### src/rtl/delay_oneshot.sv
module delay_oneshot #(
  parameter int SYNC_STAGES = 2
) (
  input  logic clk,
  input  logic mreset,
  input  logic por_n,
  input  logic trig_a,
  input  logic trig_b,
  input  logic retrig_en,
  input  logic osc_free,
  input  logic cnt_tc,
  output logic q,
  output logic q_n,
  output logic cnt_clr,
  output logic osc_en
);

  localparam int LAST = SYNC_STAGES - 1;

  logic arst;
  logic [SYNC_STAGES-1:0] rst_pipe;
  logic rst_n;
  logic [SYNC_STAGES-1:0] a_sync, b_sync;
  logic a_prev, b_prev;
  logic trig, active, restart, active_nx, clr_q;

  assign arst  = mreset | ~por_n;
  assign rst_n = rst_pipe[LAST];

  always_ff @(posedge clk or posedge arst) begin
    if (arst) rst_pipe <= '0;
    else      rst_pipe <= {rst_pipe[SYNC_STAGES-2:0], 1'b1};
  end

  always_ff @(posedge clk or posedge arst) begin
    if (arst) begin
      a_sync <= '0;
      b_sync <= '0;
      a_prev <= 1'b0;
      b_prev <= 1'b0;
    end else if (!rst_n) begin
      a_sync <= '0;
      b_sync <= '0;
      a_prev <= 1'b0;
      b_prev <= 1'b0;
    end else begin
      a_sync <= {a_sync[SYNC_STAGES-2:0], trig_a};
      b_sync <= {b_sync[SYNC_STAGES-2:0], trig_b};
      a_prev <= a_sync[LAST];
      b_prev <= b_sync[LAST];
    end
  end

  assign trig    = (a_sync[LAST] & ~a_prev) | (~b_sync[LAST] & b_prev);
  assign restart = active & retrig_en & trig;

  always_comb begin
    active_nx = active;
    if (!active && trig)                active_nx = 1'b1;
    else if (active && !restart && cnt_tc) active_nx = 1'b0;
  end

  always_ff @(posedge clk or posedge arst) begin
    if (arst) begin
      active <= 1'b0;
      clr_q  <= 1'b1;
    end else if (!rst_n) begin
      active <= 1'b0;
      clr_q  <= 1'b1;
    end else begin
      active <= active_nx;
      clr_q  <= ~active_nx | restart;
    end
  end

  assign q       = active;
  assign q_n     = ~active;
  assign cnt_clr = clr_q;
  assign osc_en  = osc_free | active;


  start_on_edge_chk: assert property (@(posedge clk) disable iff (!rst_n || arst)
    (!q && trig) |=> (q && !cnt_clr));


  no_retrig_chk: assert property (@(posedge clk) disable iff (!rst_n || arst)
    (q && !retrig_en && !cnt_tc) |=> (q && !cnt_clr));


  retrig_restart_chk: assert property (@(posedge clk) disable iff (!rst_n || arst)
    (q && retrig_en && trig) |=> (q && cnt_clr));


  tc_end_chk: assert property (@(posedge clk) disable iff (!rst_n || arst)
    (q && cnt_tc && !(retrig_en && trig)) |=> (!q && cnt_clr));


  idle_clear_chk: assert property (@(posedge clk) disable iff (!rst_n || arst)
    !q |-> cnt_clr);

endmodule

### config.mk
export PLATFORM = sky130hd
export DESIGN_NAME = delay_oneshot
export DESIGN_NICKNAME = d
export VERILOG_FILES = /design/src/rtl/delay_oneshot.sv
export SDC_FILE = /design/constraint.sdc
export NUM_CORES = 1
export LEC_CHECK = 0
export ABC_AREA = 1
export BUFFER_PORTS_ARGS = -buffer_cell sky130_fd_sc_hd__buf_2
export CAP_MARGIN = 30
export CORE_AREA = 2 2 39 41
export CTS_CLUSTER_SIZE = 20
export DETAILED_ROUTE_END_ITERATION = 10
export DIE_AREA = 0 0 41 43
export GPL_TIMING_DRIVEN = 1
export PLACE_DENSITY = 0.6
export SYNTH_ARGS = -nofsm -noshare
export SYNTH_HDL_FRONTEND = slang
export SYNTH_SLANG_ARGS = --single-unit
### constraint.sdc
create_clock -name clk -period 1.4 [get_ports clk]
set_clock_uncertainty 0.15 [all_clocks]
set_input_delay 0.07 -clock clk [delete_from_list [all_inputs] [get_ports clk]]
set_output_delay 0.07 -clock clk [all_outputs]
set_load 0.02 [all_outputs]
* Word level (Yosys, flattened, before mapping)
Cells that the tools add are included.
** Word-level totals
- Register bits :: 10
- Input bits :: 8
** Cells by class
- Mux-type cells :: 8
- Bitwise logic cells :: 13
- Reductions and logical operators :: 5
** Operators by type and width (number)
- two-way mux 1 bit :: 6
- NOT 1 bit :: 5
- AND 1 bit :: 4
- two-way mux 2 bit :: 2
- OR 1 bit :: 4
- logical AND 1 bit :: 3
- logical NOT 1 bit :: 2

* Longest topological paths before layout
- Depth in word-level cells :: 12
- Depth in mapped cells :: 5
- Depth with buffers taken out :: 5

* Worst setup path after synthesis
No wires, ideal clock.
- Path type :: register to register
- From :: reg active (netlist: q)
- To :: reg active (netlist: q)
- Setup time :: 118 ps
- Arrival :: 792 ps
- Data required time :: 1132 ps
- Path slack :: 341 ps
- Cell stages (with the launch flop) :: 5
- Path buffers :: 0
- Cells stage by stage :: dfrtp_1 -> inv_2 -> nand3_2 -> nand2_1 -> nor2_1
** Between the ends
- Word-level cells in the longest chain between the ends :: 8
- Elaborated cells between the ends (all ways) :: 10
- Classes of those cells :: mux (3); bitwise (2); reduce/logical (5)
** Ends and longest elaborated chain
- start: declaration :: line 25 : logic trig, active, restart, active_nx, clr_q;
- start signal: assignment :: line 71 : active <= active_nx;
- AND 1 bit (2 in series) :: line 55 : assign restart = active & retrig_en & trig;
- logical NOT 1 bit :: line 60 : else if (active && !restart && cnt_tc) active_nx = 1'b0;
- logical AND 1 bit (2 in series) :: line 60
- two-way mux 1 bit :: line 60
- two-way mux 1 bit * :: line 59 : if (!active && trig) active_nx = 1'b1;
- two-way mux 1 bit * :: line 67 : end else if (!rst_n) begin
Every way passes the cells marked *; elsewhere a longest branch is shown, timed or not.

* Worst setup path after layout
- From :: reg active (netlist: q)
- To :: out osc_en
** Between the ends
- Word-level cells in the longest chain between the ends :: 1
** Ends and longest elaborated chain
- OR 1 bit :: line 79 : assign osc_en = osc_free | active;
- end: declaration :: line 15 : output logic osc_en
Every way passes these cells.

==> run_results.csv <==
group,metric,value,unit
sta,min_period,1280,ps
cells_and_area,instances_no_fill,79,
yosys,synth.distinct_cells,13,
job,cap_violations,0,
sta,hold_viol,0,
place,portBuffers,11,
place,dpl_worst_slack,398,ps
yosys,yosysSeqAreaShare,64.0,%
cells_and_area,diodes,0,
detailed_routing,num_vias,312,
yosys,syn_nets,50,
power_and_ir_drop,switching_share,21.9,%
setup_path,start_kind,"flip-flop",
yosys,synth_seq_cells,10,
global_route,grt_antenna_before_repair,0,
setup_path,crit_path_end_kind,"output port",
setup_path,critical_path_class,"reg2out",
detailed_routing,ant_nets,0,
sta,fin_crit_sh,91.2,%
sta,setup_viol,0,
sta,setup_tns,0,ps
detailed_routing,drt-vias-per-instance,3.95,
yosys,synth_ff_type,"dfrtp_1",
cells_and_area,final_core_util,40.8,%
global_route,grt_max_degree,9,
yosys,synth_edf_count,0,
yosys,synthMostInstantiatedCell,"nand2_1",
power_and_ir_drop,intPower,496,uW
detailed_routing,drt_wl_total,674,um
clock_tree,clockBufferDepth,2,
cells_and_area,drive_above_1_share,34.9,%
floorplan,rows,14,
yosys,synthAdderAreaFrac,0,%
setup_path,cp.arrival,1060,ps
power_and_ir_drop,clkPwrFrac,39.6,%
detailed_routing,wire_per_inst,8.53,um
setup_path,r2r-start,"q",
power_and_ir_drop,combinationalPowerShare,11.3,%
floorplan,start_util,28.4,%
place,globalplace.congestion,0.639,
cells_and_area,stdcell_area,564,um^2
yosys,synth_top_family_by_area,"simple AND/OR/NAND/NOR gates",
run_status,status,"completed",
yosys,async_flop_share,100,%
floorplan,core_area,0.00138,mm^2
yosys,synthMuxAreaShare,0,%
sta,rsz0062_at_grt,"false",
global_route,grt_pass1_wl,1.04,mm
setup_path,r2r_setup_slack,400,ps
sta,setup_slack,123,ps
sta,slew_viol_final,0,
yosys,yosys.area_share.simple,21.3,%
place,dp.final_hpwl,483,um
setup_path,reg2reg_depth,4,
global_route,grt_pass1_vias,290,
power_and_ir_drop,power_frac_seq,49.1,%
worst_hold_path,min_path_type,"in2async",
detailed_routing,first_pass_iters,2,
yosys,postSynthCellCount,42,
clock_tree,cts_tree,"built",
sta,whs,190,ps
place,placed_cells_incl_taps,69,
sta,fmax,783,MHz
setup_path,worst-endpoint-required,1180,ps
power_and_ir_drop,power.leakage,0.336,nW
power_and_ir_drop,ir_drop,0.000474,V
yosys,yosys.area.top_type,"dfrtp_1",
power_and_ir_drop,p_switching,139,uW
place,place_area,468,um^2
yosys,netlist_area,393,um^2
yosys,synth_xor_xnor_area_share,0,%
yosys,synth_top_cells_by_area,"dfrtp_1 (57%), nand2_1 (11%), inv_1 (8.6%), dfstp_2 (6.7%), nand2_2 (3.2%)",
global_route,overflow,0,
clock_tree,clock-root-buffer,"clkbuf_4",
floorplan,io_pins,12,
clock_tree,clkTransAtPathRegs,60,ps
clock_tree,numCtsBuffers,3,
yosys,syn_area_per_cell,9.35,um^2
power_and_ir_drop,power.total,636,uW
cells_and_area,syn_to_final_growth,43.6,%
detailed_routing,drt_iter0_drc,4,
clock_tree,htreeDepth,1,
floorplan,die_area,0.00176,mm^2
global_route,grtUsageTotal,9.91,%
yosys,synth_common_cells,"nand2_1 (11), dfrtp_1 (9), inv_1 (9)",
yosys,post-synth-top-area-fraction,57.3,%
floorplan,dieHeight,43,um
setup_path,reg2reg_to,"q",
setup_path,cp_max_fo,5,
detailed_routing,drc,0,
yosys,yosysWarningCount,0,
clock_tree,clk_latency,260,ps
power_and_ir_drop,power.density,1130,mW/mm^2
clock_tree,cts.sinks,10,
floorplan,die_w,41,um
cells_and_area,fin_nets,72,
yosys,synth_compound_area_share,1.27,%
area by class of cell:
cell class | count | area, um^2
clock buffer | 4 | 36.3
multi-input combinational | 20 | 92.6
timing repair buffer | 18 | 123
tap | 16 | 20.0
fill | 151 | 820
inverter | 11 | 41.3
sequential | 10 | 251
sequential cells by signal, summed over array words and instances, names as in the netlist:
| name | count |
|---|---|
| b_prev | 1 |
| a_prev | 1 |
| rst_pipe | 2 |
| b_sync | 2 |
| q | 1 |
| a_sync | 2 |
| cnt_clr | 1 |
power by group through the flow:
| stage | Sequential [mW] | Combinational [mW] | Clock [mW] |
|---|---|---|---|
| floorplan | 0.320 | 0.0348 | 0 |
| global placement | 0.317 | 0.0579 | 0 |
| detailed placement | 0.318 | 0.0602 | 0 |
| CTS | 0.313 | 0.0730 | 0.266 |
| global route | 0.315 | 0.0814 | 0.273 |
| finish | 0.312 | 0.0718 | 0.252 |
layout by cell type, fill, tap and decap left out, drive strengths merged:
cell and count:
dfstp 1, nand2 13, inv 11, conb 1, dlygate4sd3 6, clkbuf 4
or2 1, nand4 1, nor2 2, a21oi 1, buf 12, nand3 1
dfrtp 9
layer usage:
metal	part of all wire, %	global-route usage, %
met5	0	0
met2	51	15.3
met3	7.0	4.71
met1	42	8.16
met4	0.74	10.0
timing repair:
action / 4_1_cts / 5_1_grt
hold buffers: 6 / 0
hold endpoints to repair: 8 / 0
buffers inserted: 0 / 0
gates resized for setup: 0 / 0
logic make-up (layout without fill, tap and decap cells):
kind of cell / count (synthesis) / count (layout)
AO/OA/AOI/OAI: 1 / 1
buffers and inverters: 12 / 33
flip-flops: 10 / 10
other: 1 / 1
AND/OR/NAND/NOR: 18 / 18
worst max path at each step:
stage                   to  from
CTS                 osc_en     q
global route        osc_en     q
detailed placement  osc_en     q
finish              osc_en     q
global placement    osc_en     q
floorplan                q     q
critical path, cell delays in order, from the launching register on:
cell     delay [ps]
dfrtp_1         410
or2_1           230
buf_2           150
(Power assumes the default switching activity.)
